==> src/rtl/dbg_rec_pkg.sv <==
package dbg_rec_pkg;

    localparam int NUM_EVT = 6;
    localparam int STAT_W  = NUM_EVT + 1;
    localparam int NUM_EXT = 2;

    // status / enable bit positions
    localparam int EV_IRQ  = 0;
    localparam int EV_CIRQ = 1;
    localparam int EV_RET  = 2;
    localparam int EV_CRET = 3;
    localparam int EV_EXT1 = 4;
    localparam int EV_EXT2 = 5;
    localparam int IDE_BIT = 6;

    typedef enum logic [1:0] {
        SRC_PC   = 2'd0,
        SRC_IRQ  = 2'd1,
        SRC_CIRQ = 2'd2
    } addr_src_e;

endpackage

==> src/rtl/dbg_pin_edge.sv <==
module dbg_pin_edge #(
    parameter int NUM_PINS = 2,
    parameter int STAGES   = 2
) (
    input  logic                clk_i,
    input  logic                rst_ni,
    input  logic [NUM_PINS-1:0] pin_i,
    output logic [NUM_PINS-1:0] rise_o
);

    logic [NUM_PINS-1:0][STAGES-1:0] chain_d, chain_q;
    logic [NUM_PINS-1:0]             prev_d, prev_q;

    for (genvar p = 0; p < NUM_PINS; p++) begin : g_pin
        always_comb begin
            chain_d[p] = {chain_q[p][STAGES-2:0], pin_i[p]};
            prev_d[p]  = chain_q[p][STAGES-1];
            rise_o[p]  = chain_q[p][STAGES-1] & ~prev_q[p];
        end
    end

    always_ff @(posedge clk_i) begin
        if (!rst_ni) begin
            chain_q <= '0;
            prev_q  <= '0;
        end else begin
            chain_q <= chain_d;
            prev_q  <= prev_d;
        end
    end

endmodule

==> src/rtl/dbg_evt_qual.sv <==
module dbg_evt_qual
    import dbg_rec_pkg::*;
#(
    parameter int ADDR_W = 32
) (
    input  logic [NUM_EVT-1:0] evt_en_i,
    input  logic               msr_de_i,
    input  logic               edm_i,
    input  logic               dbg_unit_en_i,
    input  logic               hp_pend_i,
    input  logic               irq_taken_i,
    input  logic               cirq_taken_i,
    input  logic               cirq_is_dbg_i,
    input  logic               rfi_exec_i,
    input  logic               rfci_exec_i,
    input  logic [NUM_EXT-1:0] ext_rise_i,
    input  logic [ADDR_W-1:0]  irq_addr_i,
    input  logic [ADDR_W-1:0]  cirq_addr_i,
    input  logic [ADDR_W-1:0]  pc_i,
    output logic [NUM_EVT-1:0] hit_o,
    output logic               ide_set_o,
    output logic               irq_req_o,
    output logic [ADDR_W-1:0]  addr_o
);

    logic [NUM_EVT-1:0] raw;
    addr_src_e          src;

    always_comb begin
        raw          = '0;
        raw[EV_IRQ]  = irq_taken_i;
        // a debug interrupt with the unit off does not count as critical event
        raw[EV_CIRQ] = cirq_taken_i & ~(cirq_is_dbg_i & ~dbg_unit_en_i);
        raw[EV_RET]  = rfi_exec_i;
        raw[EV_CRET] = rfci_exec_i;
        raw[EV_EXT1] = ext_rise_i[0];
        raw[EV_EXT2] = ext_rise_i[1];

        hit_o     = raw & evt_en_i;
        ide_set_o = (hit_o[EV_RET] | hit_o[EV_CRET]) & ~msr_de_i & ~edm_i;
        irq_req_o = (|hit_o) & msr_de_i & ~hp_pend_i;

        if (hit_o[EV_CRET] || hit_o[EV_RET]) begin
            src = SRC_PC;
        end else if (hit_o[EV_CIRQ]) begin
            src = SRC_CIRQ;
        end else if (hit_o[EV_IRQ]) begin
            src = SRC_IRQ;
        end else begin
            src = SRC_PC;
        end

        unique case (src)
            SRC_IRQ:  addr_o = irq_addr_i;
            SRC_CIRQ: addr_o = cirq_addr_i;
            default:  addr_o = pc_i;
        endcase
    end

endmodule

==> src/rtl/dbg_event_rec.sv <==
module dbg_event_rec
    import dbg_rec_pkg::*;
#(
    parameter int ADDR_W      = 32,
    parameter int SYNC_STAGES = 2
) (
    input  logic               clk_i,
    input  logic               rst_ni,
    input  logic [NUM_EVT-1:0] evt_en_i,
    input  logic               msr_de_i,
    input  logic               edm_i,
    input  logic               dbg_unit_en_i,
    input  logic               hp_pend_i,
    input  logic               irq_taken_i,
    input  logic [ADDR_W-1:0]  irq_addr_i,
    input  logic               cirq_taken_i,
    input  logic               cirq_is_dbg_i,
    input  logic [ADDR_W-1:0]  cirq_addr_i,
    input  logic               rfi_exec_i,
    input  logic               rfci_exec_i,
    input  logic [ADDR_W-1:0]  pc_i,
    input  logic [NUM_EXT-1:0] ext_req_i,
    input  logic               sw_wr_i,
    input  logic [STAT_W-1:0]  sw_wdata_i,
    output logic [STAT_W-1:0]  status_o,
    output logic               dbg_irq_o,
    output logic               save_vld_o,
    output logic [ADDR_W-1:0]  save_addr_o
);

    typedef struct packed {
        logic [STAT_W-1:0] status;
        logic              irq;
        logic              vld;
        logic [ADDR_W-1:0] addr;
    } rec_state_t;

    rec_state_t         st_d, st_q;
    logic [NUM_EXT-1:0] ext_rise;
    logic [NUM_EVT-1:0] hit;
    logic               ide_set;
    logic               irq_req;
    logic [ADDR_W-1:0]  addr_sel;
    logic [STAT_W-1:0]  clr_mask;

    dbg_pin_edge #(
        .NUM_PINS (NUM_EXT),
        .STAGES   (SYNC_STAGES)
    ) i_pin_edge (
        .clk_i  (clk_i),
        .rst_ni (rst_ni),
        .pin_i  (ext_req_i),
        .rise_o (ext_rise)
    );

    dbg_evt_qual #(
        .ADDR_W (ADDR_W)
    ) i_evt_qual (
        .evt_en_i      (evt_en_i),
        .msr_de_i      (msr_de_i),
        .edm_i         (edm_i),
        .dbg_unit_en_i (dbg_unit_en_i),
        .hp_pend_i     (hp_pend_i),
        .irq_taken_i   (irq_taken_i),
        .cirq_taken_i  (cirq_taken_i),
        .cirq_is_dbg_i (cirq_is_dbg_i),
        .rfi_exec_i    (rfi_exec_i),
        .rfci_exec_i   (rfci_exec_i),
        .ext_rise_i    (ext_rise),
        .irq_addr_i    (irq_addr_i),
        .cirq_addr_i   (cirq_addr_i),
        .pc_i          (pc_i),
        .hit_o         (hit),
        .ide_set_o     (ide_set),
        .irq_req_o     (irq_req),
        .addr_o        (addr_sel)
    );

    always_comb begin
        st_d     = st_q;
        clr_mask = sw_wr_i ? sw_wdata_i : '0;
        // set beats clear
        st_d.status = (st_q.status & ~clr_mask) | {ide_set, hit};
        st_d.irq    = irq_req;
        st_d.vld    = irq_req;
        if (irq_req) begin
            st_d.addr = addr_sel;
        end
    end

    always_ff @(posedge clk_i) begin
        if (!rst_ni) begin
            st_q <= '0;
        end else begin
            st_q <= st_d;
        end
    end

    assign status_o    = st_q.status;
    assign dbg_irq_o   = st_q.irq;
    assign save_vld_o  = st_q.vld;
    assign save_addr_o = st_q.addr;

endmodule

==> config.mk <==
export PLATFORM = sky130hd
export DESIGN_NAME = dbg_event_rec
export DESIGN_NICKNAME = d
export VERILOG_FILES = /design/src/rtl/dbg_rec_pkg.sv /design/src/rtl/dbg_pin_edge.sv /design/src/rtl/dbg_evt_qual.sv /design/src/rtl/dbg_event_rec.sv
export SDC_FILE = /design/constraint.sdc
export NUM_CORES = 1
export LEC_CHECK = 0
export BUFFER_PORTS_ARGS = -buffer_cell sky130_fd_sc_hd__buf_2
export CAP_MARGIN = 0
export CORE_MARGIN = 2
export CORE_UTILIZATION = 35
export DETAILED_ROUTE_END_ITERATION = 7
export GPL_TIMING_DRIVEN = 1
export PLACE_DENSITY_LB_ADDON = 0.15
export SLEW_MARGIN = 20
export SYNTH_ARGS = -nofsm -noshare
export SYNTH_HDL_FRONTEND = slang
export SYNTH_SLANG_ARGS = --single-unit
export TNS_END_PERCENT = 30
==> constraint.sdc <==
create_clock -name clk_i -period 3.3 [get_ports clk_i]
set_input_delay 0.165 -clock clk_i [delete_from_list [all_inputs] [get_ports clk_i]]
set_output_delay 0.165 -clock clk_i [all_outputs]
set_load 0.05 [all_outputs]
==> results of run 1 <==
[kinds of logic (layout without fill, tap and decap cells)]
family | Yosys count | in the layout | synth area share, %
simple gates | 126 | 126 | 21.0
compound gates | 75 | 75 | 19.8
mux | 32 | 32 | 13.2
flops | 46 | 46 | 38.0
fa+ha+maj | 2 | 2 | 1.03
buf+inv | 29 | 175 | 6.97
[through the flow]
step / util, % / cells / total power [mW]
after floorplan: - / 310 / 0.836
after CTS: 48.7 / 536 / 1.32
after detailed placement: 47.3 / 528 / 0.949
final: 48.7 / 536 / 1.29
after global routing: 48.7 / 536 / 1.37
after global placement: 47.2 / 528 / 0.946
[sequential cells by signal (all words and copies together) (netlist names)]
name and count:
save_addr_o 32, status_o 7, i_pin_edge.chain_d 2, i_pin_edge.chain_q 2, i_pin_edge.prev_q 2, save_vld_o 1
[final cells by class]
class | instances | area, um2 | share of cell area [%]
repair buffers | 164 | 823 | 25.0
well taps | 80 | 100 | 3.04
clock buffers | 6 | 82.6 | 2.51
inverters | 3 | 11.3 | 0.342
multi-input cells | 235 | 1340 | 40.7
clock inverters | 2 | 12.5 | 0.380
flip-flops and latches | 46 | 921 | 28.0
[power by group]
| group | total, mW | leakage (nW) | switching [mW] | internal [mW] |
|---|---|---|---|---|
| clock network | 0.360 | 0.0472 | 0.192 | 0.169 |
| registers | 0.593 | 0.375 | 0.0116 | 0.582 |
| logic | 0.339 | 1.34 | 0.212 | 0.127 |
| total | 1.29 | 1.76 | 0.415 | 0.878 |
[critical path: stages]
cell and delay (ps):
buf_2 120, a22o_1 240, a31oi_2 170, nor2b_1 210
ha_2 810, o21ai_0 260, nand2_1 110, mux2i_1 70
[cells in the final DEF, fill, tap and decap left out]
| cell type | n |
|---|---|
| nor3_1 | 1 |
| dfxtp_1 | 46 |
| a22oi_1 | 35 |
| a21oi_1 | 5 |
| a41o_2 | 1 |
| and2_1 | 6 |
| buf_2 | 163 |
| buf_4 | 1 |
| nor2_1 | 4 |
| nand3_1 | 1 |
| a22o_1 | 1 |
| clkinvlp_4 | 1 |
| nand4_1 | 1 |
| inv_1 | 3 |
| a31oi_2 | 1 |
| mux2i_1 | 32 |
| nand3b_1 | 2 |
| nor2b_1 | 1 |
| nand2b_1 | 2 |
| ha_2 | 2 |
| clkinv_2 | 1 |
| clkbuf_8 | 6 |
| o21ai_0 | 32 |
| nand2_1 | 108 |
[path summary, 6_finish.rpt]
path / from / endpoint / slack (ps) / cells after the start
worst min register to register: i_pin_edge.chain_d[1]$_SDFF_PN0_ / i_pin_edge.chain_q[1]$_SDFF_PN0_ / 430 / 1
worst max-delay path: rfi_exec_i / save_addr_o[19]$_SDFFE_PN0P_ / 1260 / 8
worst max register to register: i_pin_edge.prev_q[0]$_SDFF_PN0_ / save_addr_o[7]$_SDFFE_PN0P_ / 1650 / 3
worst min-delay path: ext_req_i[0] / i_pin_edge.chain_d[1]$_SDFF_PN0_ / 70 / 2
[metal layers]
metal | global-route usage (%) | vias up | routed length (um)
li1 | - | 1344 | -
met1 | 19.2 | 1167 | 2800
met2 | 30.2 | 88 | 3160
met3 | 3.51 | 7 | 440
met4 | 4.20 | 0 | 70
met5 | 0 | - | 0
==> impl_summary.txt, run 1 <==
----------------------------------------------------
[Placement]
  Final RePlAce weighted congestion ... between 0.7 and 0.8
  Number of buffers inserted by port buffering ... between 150 and 200
  Placed wire-length estimate after detailed placement ... roughly 4700 um
  Area of placed instances ... 3190 um2
  Placement Setup Slack ... approximately 930 ps

[Cells and area]
  Fraction of final layout cells with drive strength greater than 1 ... 38.6%
  Synthesis-to-layout area growth ... 35.8%
  Antenna Diode Count ... 0
  Finished layout cell area ... roughly 3300 um2
  Fill cell instance count of the final layout ... between 600 and 700
  Final net count ... 580

[Clock tree]
  Max Root-Sink Buffers ... 2
  Number of CTS-inserted buffers ... 5
  Post-CTS Setup Bufs ... 0
  Hold Buf Count CTS ... 0
  Clk_lat worst skew ... roughly 300 ps
  Sinks on the clock net ... 46
  Clock input transition at the sequential cells of the worst setup and hold paths ... roughly 80 ps
  Number of levels in the clock H-tree ... 2
  TritonCTS clock tree ... built
  Root buffer cell ... clkbuf_8
  Post_cts resized ... 0

[Die]
  Starting density of the core ... between 30% and 40%
  Standard cell core area ... a little under 7000 um2
  IO Count ... 164
  Die Height ... just under 90 um
  Die Footprint ... around 7600 um2
  Number of placement rows ... 30
  Horizontal die dimension ... between 80 and 90 um

[STA]
  Share of the clock period used by the worst path after layout ... ~60%
  Final worst clock skew ... around 10 ps
  Final period demand of the worst path ... between 2000 and 2500 ps
  Actual transition at the worst max-transition pin ... approximately 950 ps
  Worst slew margin relative to its limit ... 36.5%
  Setup repair after global routing missed its margin ... false
  Post-route worst hold slack ... around 70 ps
  Max-slew violation total from the final report ... 0
  Max frequency ... ~490 MHz
  Setup Viol. Count Final ... 0
  Final TNS setup ... 0 ps
  Final Hold Violating Endpoints ... 0
  Final setup slack of the worst path ... approximately 1300 ps

[Global routing]
  Vias in the first global route ... between 2000 and 2500
  Number of antenna violations at the first check in global routing ... 0
  Final global-route overflow total ... 0
  Pin count of the biggest net entering global routing ... 65
  Wire length of the first global-routing pass ... 10100 um
  Overall routing resource usage ... between 10% and 20%

[Route]
  Final Routed Wirelength ... 6470 um
  Remaining design rule violation count ... 0
  Number of vias per cell after detailed routing ... approximately 5
  Mean routed wirelength per cell ... 12.1 um
  Number of antenna-violating nets in the routed design ... 0
  Drt first-iter violations ... 60
  DR vias ... between 2000 and 3000
  DRT Pass-1 Iters ... 4

[Logic synthesis]
  Post-synth top area share ... between 30% and 40%
  Post-synth top flop ... dfxtp_1
  Gate Count Post-Synth ... between 300 and 400
  Share of synthesized flip-flops with an asynchronous set or reset ... 0%
  Proportion of synthesized chip area in sequential cells ... 38.0%
  Area of the mapped netlist ... between 2000 and 2500 um2
  Number of warnings printed during yosys synthesis ... 0
  Synth area leaders ... dfxtp_1, nand2_1, mux2i_1
  Net count after synthesis ... 435
  Cell with the most instances after synthesis ... nand2_1
  Top cell types by occurrence after synthesis ... nand2_1, dfxtp_1, a22oi_1, mux2i_1, o21ai_0
  Cell type with the highest aggregate area in the netlist ... dfxtp_1
  Netlist cell types ... 23
  Count of flip-flops with a built-in enable after synthesis ... 0
  Mean instance size in the synthesized netlist ... between 7 and 8 um2
  Number of register bits inferred by synthesis ... 46

[Worst setup path]
  Endpoint class of the critical path ... flop
  Worst Path Class, Setup ... input pin to flop
  Endpoint arrival time on the critical path ... 2180 ps
  Critical path required time ... 3450 ps
  Critical path fanouts, max ... 64
  Startpoint type of the worst setup path ... input pin

[Job]
  Max-capacitance violation count ... 0

[Power]
  Power per Cell Area ... 393 nW/um2
  Leakage power ... ~1.8 nW
  Worst-case vdd ir drop ... between 0.15 and 0.2 mV

[Min path]
  Type of the worst min-delay path ... input pin to flop

[Status]
  Result of the run ... completed

----------------------------------------------------
No activity file was read; power rests on OpenSTA's default activity.
==> inputs of run 2 (changes only) <==
ABC_AREA = 1   (was not set)
clock period = 1.7 ns   (was 3.3 ns; I/O delays follow)
==> run 2 against run 1 <==
Global-route usage increased by 0.76 points. Clock power increased to 2.8 times the previous value. Highest routed layer unchanged. Hold slack got worse by 21 ps. Largest cell class unchanged. Sequential power increased by 99%. Critical endpoint is now save_addr_o[26]$_SDFFE_PN0P_. First-iteration DRC count increased by 30%. Total power increased by 140%. Synthesized cell count increased by 27%. Non-clock buffer count increased by 11. Largest power group unchanged.
==> impl_summary.txt, run 2 <==
----------------------------------------------------
[Clock tree]
  Post-CTS Setup Bufs ... 0 (unchanged)
  Sinks on the clock net ... 46 (unchanged)
  Number of CTS-inserted buffers ... 5 (unchanged)
  Number of levels in the clock H-tree ... 2 (unchanged)
  Clk_lat worst skew ... 290 ps (was 300 ps)
  Root buffer cell ... clkbuf_8 (unchanged)
  Max Root-Sink Buffers ... 2 (unchanged)
  Clock input transition at the sequential cells of the worst setup and hold paths ... 90 ps (was 80 ps)
  TritonCTS clock tree ... built (unchanged)

[Global routing]
  Number of antenna violations at the first check in global routing ... 0 (unchanged)
  Pin count of the biggest net entering global routing ... 66 (was 65)
  Overall routing resource usage ... 17.2% (was 16.4%)
  Final global-route overflow total ... 0 (unchanged)
  Wire length of the first global-routing pass ... 12000 um (was 10100 um)
  Vias in the first global route ... 2629 (was 2275)

[STA]
  Post-route worst hold slack ... 49.0 ps (was 70.3 ps)
  Max frequency ... ~740 MHz
  Final worst clock skew ... 5.41 ps (was 10.5 ps)
  Final period demand of the worst path ... between 1000 and 1500 ps
  Max-slew violation total from the final report ... 0 (unchanged)
  Actual transition at the worst max-transition pin ... 456 ps (was 952 ps)
  Setup Viol. Count Final ... 0 (unchanged)
  Share of the clock period used by the worst path after layout ... approximately four fifths
  Final Hold Violating Endpoints ... 0 (unchanged)
  Worst slew margin relative to its limit ... 69.6% (was 36.5%)
  Final setup slack of the worst path ... 348 ps (was 1260 ps)
  Setup repair after global routing missed its margin ... false (unchanged)

[Route]
  Number of antenna-violating nets in the routed design ... 0 (unchanged)
  Drt first-iter violations ... 78 (was 60)
  Final Routed Wirelength ... 7340 um (was 6470 um)
  Mean routed wirelength per cell ... 11.3 um (was 12.1 um)
  Remaining design rule violation count ... 0 (unchanged)
  DR vias ... 2946 (was 2606)
  Number of vias per cell after detailed routing ... 4.53 (was 4.86)
  DRT Pass-1 Iters ... 4 (unchanged)

[Cells and area]
  Flip-flop count of the largest register after layout ... 32 (unchanged)
  Fin cells ... 651 (was 536)
  Most common library cell in the layout ignoring fill and taps ... buf_2 (unchanged)
  Synthesis-to-layout area growth ... 38.3% (was 35.8%)
  Fraction of final layout cells with drive strength greater than 1 ... 37.7% (was 38.6%)
  Most used cells in the layout excluding fill and tap cells ... buf_2, nand2_1, dfxtp_1 (unchanged)
  Antenna Diode Count ... 0 (unchanged)
  Final net count ... 673 (was 580)
  Fin util ... 49.5% (was 48.7%)

[Die]
  Die Footprint ... 8540 um2 (was 7600 um2)
  Starting density of the core ... 35.8% (was 35.9%)
  Horizontal die dimension ... 92.4 um (was 87.2 um)
  Number of placement rows ... 32 (was 30)
  Standard cell core area ... 7650 um2 (was 6760 um2)
  IO Count ... 164 (unchanged)
  Die Height ... 92.4 um (was 87.2 um)

[Power]
  Leakage power ... 2.20 nW (was 1.76 nW)
  PnR Total Power ... 3.08 mW (was 1.29 mW)
  Worst-case vdd ir drop ... 0.359 mV (was 0.156 mV)
  Power per Cell Area ... 813 nW/um2 (was 393 nW/um2)

[Logic synthesis]
  Number of warnings printed during yosys synthesis ... 0 (unchanged)
  Gate Count Post-Synth ... 395 (was 310)
  Proportion of synthesized chip area in sequential cells ... 33.7% (was 38.0%)
  Complex-gate fraction of the synthesized area ... 7.32% (was 19.8%)
  Post-synth top flop ... dfxtp_1 (unchanged)
  Count of flip-flops with a built-in enable after synthesis ... 0 (unchanged)
  Post-Synth Simple-Gate Area ... 37.3% (was 21.0%)
  Netlist cell types ... 15 (was 23)
  Share of synthesized flip-flops with an asynchronous set or reset ... 0% (unchanged)
  Arithmetic-cell share of the synthesized area counting full adders, half adders and majority gates ... 0.914% (was 1.03%)
  Cell type with the highest aggregate area in the netlist ... dfxtp_1 (unchanged)
  Xor and xnor fraction of the mapped netlist area ... 0% (unchanged)
  Mean instance size in the synthesized netlist ... 6.93 um2 (was 7.81 um2)
  Synth area leaders ... dfxtp_1, nand2_1, mux2i_1 (unchanged)
  Top cell types by occurrence after synthesis ... nand2_1, dfxtp_1, a21oi_1, nor2_1, mux2i_1 (was nand2_1, dfxtp_1, a22oi_1, mux2i_1, o21ai_0)
  Cell with the most instances after synthesis ... nand2_1 (unchanged)
  Net count after synthesis ... 520 (was 435)
  Area of the mapped netlist ... 2740 um2 (was 2420 um2)
  Post-synth top area share ... 33.7% (was 38.0%)
  Largest family of logic cells by synthesized area ... simple AND/OR/NAND/NOR gates (unchanged)
  Multiplexer area fraction after synthesis ... 11.7% (was 13.2%)
  Number of register bits inferred by synthesis ... 46 (unchanged)

[Status]
  Result of the run ... completed (unchanged)

[Worst setup path]
  Endpoint class of the critical path ... flop (unchanged)
  Startpoint type of the worst setup path ... input pin (unchanged)
  Capture instance of the worst register-to-register path ... save_addr_o[3]$_SDFFE_PN0P_ (was save_addr_o[7]$_SDFFE_PN0P_)
  Worst reg-to-reg path cell count ... 8 (was 3)
  Critical path fanouts, max ... 10 (was 64)
  Worst Path Class, Setup ... input pin to flop (unchanged)
  Endpoint arrival time on the critical path ... 1540 ps (was 2180 ps)
  Critical path required time ... 1890 ps (was 3450 ps)
  Slack of the worst reg-to-reg path ... 390 ps (was 1650 ps)
  Reg2Reg Launch Point ... i_pin_edge.chain_q[3]$_SDFF_PN0_ (was i_pin_edge.prev_q[0]$_SDFF_PN0_)

[Placement]
  Post-Place Cells ... 641 (was 528)
  Placed wire-length estimate after detailed placement ... 5480 um (was 4710 um)
  Number of buffers inserted by port buffering ... 163 (unchanged)
  Placement Setup Slack ... -68.1 ps (was 932 ps)
  Final RePlAce weighted congestion ... 0.830 (was 0.798)

[Min path]
  Hold endpoint ... status_o[0]$_SDFF_PN0_ (was i_pin_edge.chain_d[1]$_SDFF_PN0_)
  Start point of the worst hold path ... sw_wdata_i[0] (was ext_req_i[0])
  Number of stages on the worst hold path ... 4 (was 2)
  Type of the worst min-delay path ... input pin to flop (unchanged)

[Job]
  Max-capacitance violation count ... 0 (unchanged)

----------------------------------------------------
==> run 2: cell types whose count changed in the layout (fill, tap and decap cells not counted), sizes merged, moves of 6 or more <==
cell   before  now
nand2     108  159
a21oi       5   40
a22oi      35    0
nand3       1   34
nor2        4   37
o21ai      32    0
inv         3   15
buf       164  173
and2        6    0
==> run 2: worst max-delay path by stage <==
stage	startpoint	to	slack [ps]	cells past startpoint
after global routing	dbg_unit_en_i	save_addr_o[19]$_SDFFE_PN0P_	210	12
after floorplan	cirq_taken_i	save_addr_o[21]$_SDFFE_PN0P_	140	12
final	dbg_unit_en_i	save_addr_o[26]$_SDFFE_PN0P_	350	12
after CTS	dbg_unit_en_i	save_addr_o[19]$_SDFFE_PN0P_	250	13
after detailed placement	dbg_unit_en_i	save_addr_o[19]$_SDFFE_PN0P_	-70	13
after global placement	dbg_unit_en_i	save_addr_o[31]$_SDFFE_PN0P_	-30	13
==> run 2: logic make-up after synthesis <==
kind of cell | count (synthesis)
buffers and inverters | 44
DFF | 46
and+or+nand+nor | 231
adders and majority gates | 2
muxes | 32
AOI/OAI and AO/OA | 40
==> run 2: critical path, cell delays in order <==
cell	delay, ps
buf_2	80
inv_1	30
nand2_1	70
nand2_1	90
nor2_1	140
inv_1	90
ha_4	290
buf_4	210
mux2i_1	260
nand3_2	90
nand2_1	70
nor2_1	40
==> run 2: final cells by class <==
class,instances,area (um2)
Inverter,15,56.3
Clock buffer,6,82.6
Clock inverter,2,60.1
Tap cell,102,128
Fill cell,812,3860
Timing Repair Buffer,175,948
Sequential cell,46,921
Multi-Input combinational cell,305,1590
==> run 2: per-layer routing <==
metal	track usage (%)	share of wire (%)
met3	4.15	6.8
met5	0	0
met4	4.23	0.89
met2	29.4	47
met1	21.7	45
==> run 2: repair_timing <==
action	CTS	global route
hold buffers	2	0
resized for setup	0	1
endpoints found under the hold margin	2	0
setup endpoints to repair	0	1
==> run 2: stage by stage <==
| stage | area (um2) | setup TNS [ps] |
|---|---|---|
| after floorplan | 2740 | 0 |
| after global placement | 3610 | -38.4 |
| after detailed placement | 3610 | -1210 |
| after CTS | 3770 | 0 |
| after global routing | 3780 | 0 |
| final | 3780 | 0 |
==> run 2: report_power, final <==
group	internal [mW]	switching [mW]	total, mW	leakage [nW]
Sequential	1.15	0.0322	1.18	0.378
Combinational	0.331	0.571	0.902	1.75
Clock	0.627	0.368	0.995	0.0714
Total	2.10	0.971	3.08	2.20
==> inputs of run 3 (changes only) <==
clock period = 1.3 ns   (was 1.7 ns; I/O delays follow)
==> run 3 against run 2 <==
Wire length rose by 11%. Sequential power rose by 31%. Cell count rose by 2.0%. Clock power fell by 9.5%. Clock skew rose by 6.7 ps. Sequential share of layout area fell by 2.2 points. Combinational power rose by 57%. Clock-buffer cell count fell by 1. Non-clock buffer count rose by 12. Flip-flop and latch count did not move. Global-route usage rose by 0.86 points.
==> impl_summary.txt, run 3 (synthesis gave the netlist of run 2 again) <==
----------------------------------------------------
[Cells and area]
  Fill cell instance count of the final layout ... 774 (was 812)
  Most common library cell in the layout ignoring fill and taps ... buf_2 (unchanged)
  Fin util ... 54.5% (was 49.5%)
  Antenna Diode Count ... 0 (unchanged)
  Synthesis-to-layout area growth ... 52.2% (was 38.3%)
  Fraction of final layout cells with drive strength greater than 1 ... 45.9% (was 37.7%)
  Final net count ... 686 (was 673)
  Fin cells ... 664 (was 651)
  Most used cells in the layout excluding fill and tap cells ... buf_2, nand2_1, dfxtp_1 (unchanged)
  Flip-flop count of the largest register after layout ... 32 (unchanged)

[Global routing]
  Final global-route overflow total ... 0 (unchanged)
  Wire length of the first global-routing pass ... 12500 um (was 12000 um)
  Number of antenna violations at the first check in global routing ... 0 (unchanged)
  Pin count of the biggest net entering global routing ... 36 (was 66)
  Overall routing resource usage ... 18.0% (was 17.2%)
  Vias in the first global route ... 2759 (was 2629)

[Die]
  Standard cell core area ... 7650 um2 (unchanged)
  Number of placement rows ... 32 (unchanged)
  Horizontal die dimension ... 92.4 um (unchanged)
  Die Footprint ... 8540 um2 (unchanged)
  Die Height ... 92.4 um (unchanged)
  IO Count ... 164 (unchanged)
  Starting density of the core ... 35.8% (unchanged)

[STA]
  Setup repair after global routing missed its margin ... true (was false)
  Worst slew margin relative to its limit ... 71.5% (was 69.6%)
  Final period demand of the worst path ... 1280 ps
  Max-slew violation total from the final report ... 0 (unchanged)
  Actual transition at the worst max-transition pin ... 427 ps (was 456 ps)
  Share of the clock period used by the worst path after layout ... a little over nine tenths
  Final Hold Violating Endpoints ... 0 (unchanged)
  Setup Viol. Count Final ... 0 (unchanged)
  Final worst clock skew ... 12.1 ps (was 5.41 ps)
  Max frequency ... 782 MHz

[Min path]
  Type of the worst min-delay path ... input pin to flop (unchanged)
  Start point of the worst hold path ... edm_i (was sw_wdata_i[0])
  Number of stages on the worst hold path ... 4 (unchanged)
  Hold endpoint ... status_o[6]$_SDFF_PN0_ (was status_o[0]$_SDFF_PN0_)

[Route]
  Number of antenna-violating nets in the routed design ... 0 (unchanged)
  Remaining design rule violation count ... 0 (unchanged)
  Drt first-iter violations ... 97 (was 78)
  Number of vias per cell after detailed routing ... 4.61 (was 4.53)
  Mean routed wirelength per cell ... 12.3 um (was 11.3 um)
  DR vias ... 3059 (was 2946)
  Final Routed Wirelength ... 8160 um (was 7340 um)
  DRT Pass-1 Iters ... 4 (unchanged)

[Worst setup path]
  Startpoint type of the worst setup path ... flop (was input pin)
  Endpoint arrival time on the critical path ... 1470 ps (was 1540 ps)
  Highest-delay cell along the critical path ... dfxtp_2 (was ha_4)
  CP bufs+invs ... 2 (was 4)
  Slack of the worst reg-to-reg path ... 20 ps (was 390 ps)
  Worst reg-to-reg path cell count ... 8 (unchanged)
  CP Cell Sequence ... inv_2 > nand3_2 > nand2_2 > nor2_4 > nand2_4 > clkbuf_16 > a21oi_2 > nor2_1 (was buf_2 > inv_1 > nand2_1 > nand2_1 > nor2_1 > inv_1 > ha_4 > buf_4 > mux2i_1 > nand3_2 > nand2_1 > nor2_1)
  Highest cell delay on the worst timing path ... 340 ps (was 290 ps)
  Reg2Reg Launch Point ... i_pin_edge.prev_q[0]$_SDFF_PN0_ (was i_pin_edge.chain_q[3]$_SDFF_PN0_)
  Worst Path Class, Setup ... flop to flop (was input pin to flop)
  Critical path required time ... 1490 ps (was 1890 ps)
  Critical path fanouts, max ... 5 (was 10)
  Delay-heaviest family, CP ... simple AND/OR/NAND/NOR gates (unchanged)
  Endpoint class of the critical path ... flop (unchanged)
  Capture instance of the worst register-to-register path ... save_addr_o[22]$_SDFFE_PN0P_ (was save_addr_o[3]$_SDFFE_PN0P_)

[Placement]
  Final RePlAce weighted congestion ... 0.828 (was 0.830)
  Number of buffers inserted by port buffering ... 163 (unchanged)
  Post-Place Cells ... 645 (was 641)
  Placed wire-length estimate after detailed placement ... 5700 um (was 5480 um)

[Power]
  Worst-case vdd ir drop ... 0.487 mV (was 0.359 mV)
  Leakage power ... 2.31 nW (was 2.20 nW)
  Power per Cell Area ... 929 nW/um2 (was 813 nW/um2)

[Clock tree]
  TritonCTS clock tree ... built (unchanged)
  Max Root-Sink Buffers ... 2 (unchanged)
  Clock input transition at the sequential cells of the worst setup and hold paths ... 90 ps (about the same)
  Number of levels in the clock H-tree ... 2 (unchanged)
  Root buffer cell ... clkbuf_8 (unchanged)
  Sinks on the clock net ... 46 (unchanged)
  Number of CTS-inserted buffers ... 5 (unchanged)
  Clk_lat worst skew ... 300 ps (was 290 ps)

[Status]
  Result of the run ... completed (unchanged)

[Job]
  Max-capacitance violation count ... 0 (unchanged)

----------------------------------------------------
run 3: area by class of cell:
cell class                      instances  area, um2  area share [%]
Timing Repair Buffer                  187       1200            28.9
Clock buffer                            5       68.8            1.65
Tap cell                              102        128            3.06
Sequential cell                        46        922            22.1
Clock inverter                          3       25.0           0.601
Inverter                               15       58.8            1.41
Multi-Input combinational cell        306       1760            42.2
run 3: power by group:
group	switching (mW)	internal, mW
Sequential	0.0484	1.50
Clock	0.511	0.389
Combinational	0.834	0.587
run 3: worst max-delay path by stage:
stage                                     from                      endpoint  depth (start not counted)
2_1_floorplan                     cirq_taken_i  save_addr_o[17]$_SDFFE_PN0P_                         12
3_3_place_gp                      cirq_taken_i  save_addr_o[30]$_SDFFE_PN0P_                         12
3_5_place_dp                     dbg_unit_en_i  save_addr_o[30]$_SDFFE_PN0P_                         12
4_1_cts        i_pin_edge.prev_q[1]$_SDFF_PN0_  save_addr_o[21]$_SDFFE_PN0P_                          8
5_1_grt        i_pin_edge.prev_q[1]$_SDFF_PN0_  save_addr_o[25]$_SDFFE_PN0P_                          8
6_report       i_pin_edge.prev_q[0]$_SDFF_PN0_  save_addr_o[22]$_SDFFE_PN0P_                          8
run 3: metal layers:
metal,wire (um),share of wire (%),vias to the layer above,global-route usage [%]
met4,119,1.5,0,5.10
met5,0,0,-,0
met2,4000,49,91,32.2
li1,-,-,1596,-
met1,3590,44,1364,21.8
met3,452,5.5,8,3.74
run 3: tightest hold or removal path: stages:
cell     delay [ps]
buf_2            80
nor2_1           30
nand2_1          50
a21oi_1          50
run 3: per-stage QoR:
step | power (mW) | cell area, um2 | setup slack [ps] | hold WS [ps] | TNS (ps)
after floorplan | 2.43 | 2780 | -79.4 | 163 | -2110
after global placement | 2.79 | 3720 | -338 | 248 | -8490
after detailed placement | 2.80 | 3720 | -392 | 252 | -10070
after CTS | 3.79 | 3930 | 4.41 | 2.85 | 0
after global routing | 4.09 | 4160 | -122 | 16.4 | -2350
final | 3.87 | 4160 | 20.5 | 11.5 | 0
run 3: repair_timing:
action | CTS | global route
endpoints found under the setup margin | 25 | 32
buffers inserted | 1 | 1
hold buffers | 2 | 0
cloned | 2 | 5
pin swaps | 0 | 3
endpoints found under the hold margin | 2 | 0
resized for setup | 9 | 35
